## src/rtl/dma_stop_poll_ctrl.sv

```systemverilog
module dma_stop_poll_ctrl #(
  parameter int CTL_W   = 32,
  parameter int GRS_BIT = 4,
  parameter int GTS_BIT = 3,
  parameter int WOP_BIT = 6,
  parameter int TICKS   = 100
) (
  input  logic             clk,
  input  logic             rst_n,
  input  logic             ctl_we,
  input  logic [CTL_W-1:0] ctl_wdata,
  input  logic             rx_busy,
  input  logic             tx_busy,
  input  logic             rx_eof,
  input  logic             tx_eof,
  input  logic             tick,
  output logic             rx_stop_done,
  output logic             tx_stop_done,
  output logic             poll_req
);
  localparam int CW = (TICKS > 1) ? $clog2(TICKS) : 1;
  localparam logic [CW-1:0] LAST = CW'(TICKS - 1);

  logic          rx_pend, tx_pend, gts_q, armed;
  logic [CW-1:0] cnt;

  wire req_rx = ctl_wdata[GRS_BIT];
  wire req_tx = ctl_wdata[GTS_BIT];
  wire wop    = ctl_wdata[WOP_BIT];

  always_ff @(posedge clk) begin
    if (!rst_n) begin
      rx_stop_done <= 1'b0;
      tx_stop_done <= 1'b0;
      rx_pend      <= 1'b0;
      tx_pend      <= 1'b0;
      gts_q        <= 1'b0;
      armed        <= 1'b0;
      cnt          <= '0;
      poll_req     <= 1'b0;
    end else begin
      rx_stop_done <= ctl_we ? (req_rx & ~rx_busy) : (rx_pend & rx_eof);
      rx_pend      <= ctl_we ? (req_rx & rx_busy)  : (rx_pend & ~rx_eof);
      tx_stop_done <= ctl_we ? (req_tx & ~tx_busy) : (tx_pend & tx_eof);
      tx_pend      <= ctl_we ? (req_tx & tx_busy)  : (tx_pend & ~tx_eof);
      poll_req     <= 1'b0;
      if (ctl_we) begin
        gts_q <= req_tx;
        armed <= ~wop;
        cnt   <= '0;
      end else if (armed && tick) begin
        if (cnt == LAST) begin
          cnt      <= '0;
          poll_req <= ~gts_q;
        end else begin
          cnt <= cnt + 1'b1;
        end
      end
    end
  end

  assert_rx_now_R1: assert property (@(posedge clk) disable iff (!rst_n)
    ctl_we && req_rx && !rx_busy |=> rx_stop_done);
  assert_rx_defer_R2: assert property (@(posedge clk) disable iff (!rst_n)
    ctl_we && req_rx && rx_busy |=> !rx_stop_done);
  assert_tx_now_R3: assert property (@(posedge clk) disable iff (!rst_n)
    ctl_we && req_tx && !tx_busy |=> tx_stop_done);
  assert_tx_defer_R3: assert property (@(posedge clk) disable iff (!rst_n)
    ctl_we && req_tx && tx_busy |=> !tx_stop_done);
  assert_rx_cancel_R4: assert property (@(posedge clk) disable iff (!rst_n)
    ctl_we && !req_rx ##1 !ctl_we && rx_eof |=> !rx_stop_done);
  assert_restart_R5: assert property (@(posedge clk) disable iff (!rst_n)
    ctl_we && !wop |=> !poll_req);
  assert_gated_R7: assert property (@(posedge clk) disable iff (!rst_n)
    poll_req |-> !$past(gts_q));
  assert_wait_R8: assert property (@(posedge clk) disable iff (!rst_n)
    ctl_we && wop |=> !poll_req);
  assert_pulse_R10: assert property (@(posedge clk) disable iff (!rst_n)
    poll_req |=> !poll_req);
endmodule

```

## config.mk

```make
export PLATFORM = sky130hd
export DESIGN_NAME = dma_stop_poll_ctrl
export DESIGN_NICKNAME = d
export VERILOG_FILES = /design/src/rtl/dma_stop_poll_ctrl.sv
export SDC_FILE = /design/constraint.sdc
export NUM_CORES = 1
export LEC_CHECK = 0
export BUFFER_PORTS_ARGS = -buffer_cell sky130_fd_sc_hd__buf_2
export CORE_MARGIN = 3
export CORE_UTILIZATION = 41
export DETAILED_ROUTE_END_ITERATION = 8
export PLACE_DENSITY = 0.81
export SLEW_MARGIN = 10
export SYNTH_ARGS = -nofsm -noshare
export SYNTH_HDL_FRONTEND = slang
export SYNTH_SLANG_ARGS = --single-unit
```

## constraint.sdc

```tcl
create_clock -name clk -period 4.56 [get_ports clk]
set_clock_uncertainty 0.2 [all_clocks]
set_input_delay 0.912 -clock clk [delete_from_list [all_inputs] [get_ports clk]]
set_output_delay 0.912 -clock clk [all_outputs]
set_load 0.01 [all_outputs]
```

# After elaboration in Yosys (flattened, before gate mapping)
# Index checks and enable logic that the tools add are counted.
[word_totals]
ff_bits = 14
elab_cells = 35
output_inout_bits = 3
in_bits = 40
[op_classes]
n_eq_ne = 1
mux = 5
add_sub_neg = 1
n_bitwise = 17
reduce_logical = 3
[op_table]
columns = ["op", "n"]
rows = [
  ["$not 1->1", 9],
  ["$and 1x1->1", 8],
  ["$add 7x1->7 const B", 1],
  ["$eq 7x7->1 const B", 1],
  ["$mux 7", 1],
  ["$mux 1", 4],
  ["$reduce_or 4->1", 1],
  ["$reduce_or 2->1", 1],
  ["$logic_and 1x1->1", 1],
]

# Longest topological paths before layout
[depth]
word_depth = 3
mapped_depth = 4
ltp_nobuf = 4

# Worst setup path after synthesis
# OpenSTA, ideal clock, no wires.
[synth_timing]
path_type = "input port to flip-flop"
start = "input port ctl_we"
end = "register tx_stop_done"
setup_ns = 0.059
arrival_time_ns = 1.497
setup_slack_ns = 2.805
required_ns = 4.301
path_stages = 4
path_buffers = 1
path_cell_list = "clkbuf_1 nand2_1 o22ai_1 and2_1"
[synth_via]
elab_chain_len = 1
[synth_lines]
columns = ["element", "line_no", "source"]
rows = [
  ["from (decl)", "10", "input logic ctl_we,"],
  ["$mux 1", "44", "tx_stop_done <= ctl_we ? (req_tx & ~tx_busy) : (tx_pend & tx_eof);"],
  ["to (signal assigned)", "44", ""],
  ["to (decl)", "18", "output logic tx_stop_done,"],
]
# No other way between the ends.
# A chain may end at the register's enable or synchronous reset.

# Worst setup path after layout
[layout_timing]
start = "register tx_stop_done"
end = "output port tx_stop_done"
# No word-level cell between the ends.

==> impl_metrics.toml <==
[cts]
path_clk_slew_ns = 0.08
holdBufCountCts = 0
clock_path_buffers = 2
clock_sinks = 14
cts_tree = "built"
cts_max_level = 1
cts_setup_buffers = 0
worstSkewPairLatency_ns = 0.28
cts-root-buf = "clkbuf_4"
numCtsBuffers = 3
cts-resized-gates = 0

[detailed_routing]
drtIter0Drc = 9
vias = 513
postRouteAntennaNets = 0
met1_length_um = 502
first_pass_iters = 4
highest_layer = "met4"
wl_met2_um = 533
totalWireLength_mm = 1.116
routedWlPerCell_um = 11.87
vias_per_cell = 5.457
drcViolationCount = 0
dr_wl_met3_um = 66

[status]
status = "finished clean"

[floorplanning]
io_pins = 43
num_rows = 12
dieHeight_um = 43.75
die_area_sq_mm = 0.001914
start_util_pct = 48.05
fp.coreArea_sq_mm = 0.001216
die_x_um = 43.75

[global_routing]
grt_pass1_wl_mm = 1.945
grt_max_degree = 13
track_usage_pct = 13.85
antenna_found_initial = 0
overflow = 0
grt_pass1_vias = 485

[placement]
io_buffers = 13
pre_cts_ws_ns = 2.593
place.gp.congestion = 0.7324
detailed_place_hpwl_um = 829.8

[logic_synthesis]
syn-cell-area_sq_um = 584.3
synth_nets = 106
synthXorXnorAreaFrac_pct = 2.998
synth_cell_types = 25
yosys.area_share.simple_pct = 26.77
ys_ff_latch = 14
async_flop_share_pct = 0
synth_common_cells = "14 x dfxtp_1, 8 x nand2_1, 4 x a21oi_1, 4 x nor2_1, 4 x o21ai_0"
syn_avg_cell_area_sq_um = 8.989
synth.top_cell.area_share_pct = 47.97
synth_compound_area_share_pct = 18.20
synthMuxAreaShare_pct = 0
seq_area_frac_synth_pct = 47.97
ys_warn_count = 0
post-synth-top-count-cell = "dfxtp_1"
synth_ff_type = "dfxtp_1"
synth_top_family_by_area = "simple AND/OR/NAND/NOR gates"
ys_top_cells_by_area = "dfxtp_1 48%, nand2_1 5.1%, a21oi_1 3.4%"
synth_edf_count = 0
synthesis.instances = 65
synth_fa_ha_area_share_pct = 2.141
synth_top_cell_by_area = "dfxtp_1"

[hold_path]
min_path_cells = 1
hp-class = "reg -> reg"

[critical_path]
crit_fanout = 1
worst_ep_required_time_ns = 3.45
regToRegSetupSlack_ns = 3.04
crit_chain = "buf_2"
slowest_stage = "dfxtp_1"
worstPathArrival_ns = 0.70
critPathMaxStageDelay_ns = 0.30
worstRegToRegCells = 3
end_kind = "output port"
cpLargestDelayFamily = "flip-flops"
crit_type = "reg -> out"
path_buf_inv = 1
path_depth = 1
startpoint_type = "flop"

[timing]
drv_slew = 0
setup_violations = 0
hold_violations = 0
rsz0062_at_grt = "no"
period_share_pct = 39.76
fin_tns_setup_ns = 0
timing.final.ws_setup_ns = 2.747
final.min_clock_period_ns = 1.813
worst_hold_slack_ns = 0.2336
fmax_mhz = 551.6
slew_headroom_pct = 84.77
max_slew.worst_pin.slew_ns = 0.2264

[layout]
nNetsFinal = 123
drive_gt1_share_pct = 22.50
n_antenna_cell = 0
syn2layout_area_growth_pct = 17.34

[power_and_ir_drop]
p_leak_nw = 0.2624
p_per_area_mw_per_mm2 = 304.1
ir_worst_vdd_uv = 205.3

[job]
cap_violations = 0
[cell families (layout without fill, tap and decap cells)]
group / Yosys count / in the layout
fa+ha+maj: 1 / 1
buf+inv: 3 / 18
flops: 14 / 14
compound gates: 16 / 16
xor+xnor: 2 / 2
simple gates: 29 / 29
[placed cells by master (no fill, tap or decap)]
| master | n |
|---|---|
| a21boi_0 | 1 |
| a211oi_1 | 1 |
| a32oi_1 | 2 |
| nor2b_1 | 2 |
| or3_1 | 3 |
| buf_2 | 13 |
| nand3_1 | 3 |
| clkbuf_4 | 3 |
| o21ai_0 | 4 |
| xor2_1 | 1 |
| ha_1 | 1 |
| o22ai_1 | 2 |
| o21bai_2 | 1 |
| nand2_1 | 8 |
| or4b_4 | 1 |
| nor3b_1 | 1 |
| o211a_1 | 1 |
| nor2_1 | 4 |
| inv_1 | 2 |
| dfxtp_1 | 14 |
| nor4_1 | 1 |
| a21oi_1 | 4 |
| xnor2_1 | 1 |
| nand4_1 | 2 |
| and2_1 | 2 |
| nand2b_1 | 2 |
[through the flow]
step	std cells	total power [W]	utilization, %	cell area [sq um]
final	94	0.0002085	56.38	685.7
after global routing	94	0.0002199	56.38	685.7
after CTS	94	0.0002119	56.38	685.7
after detailed placement	91	0.0001443	54.53	663.1
after global placement	91	0.0001437	54.53	663.1
after floorplan	65	0.0001366	-	584.3
[path summary, 6_finish.rpt]
path | start | to
worst max-delay path | tx_stop_done$_SDFF_PN0_ | tx_stop_done
worst min-delay path | gts_q$_SDFFE_PN0P_ | poll_req$_SDFF_PP0_
worst max register to register | cnt[3]$_SDFFE_PP0P_ | cnt[6]$_SDFFE_PP0P_
worst min register to register | gts_q$_SDFFE_PN0P_ | poll_req$_SDFF_PP0_
[worst register-to-register path, cell delays in order (launching register included)]
cell,delay (ns)
dfxtp_1,0.35
or4b_4,0.57
a211oi_1,0.22
nor3b_1,0.09
[report_power, final]
group	switching, W	total (W)	internal (W)
combinational	0.00000776	0.0000152	0.00000742
clock	0.0000363	0.0000669	0.0000306
sequential	0.00000181	0.000126	0.000125
[registers in the layout, indices dropped and copies added (netlist names)]
signal,count
gts_q,1
poll_req,1
tx_stop_done,1
cnt,7
rx_stop_done,1
armed,1
rx_pend,1
tx_pend,1
[per-layer routing]
metal / global-route usage, % / vias to the layer above
li1: - / 265
met1: 15.08 / 227
met2: 23.26 / 17
met3: 7.469 / 4
met4: 3.614 / 0
met5: 0 / -
[layout make-up]
class	instances	area [sq um]
clock buffers	3	22.52
fillers	113	530.5
inverters	2	7.507
multi-input cells	48	292.8
flip-flops and latches	14	280.3
well taps	14	17.52
repair buffers	13	65.06
(Power assumes the default switching activity.)
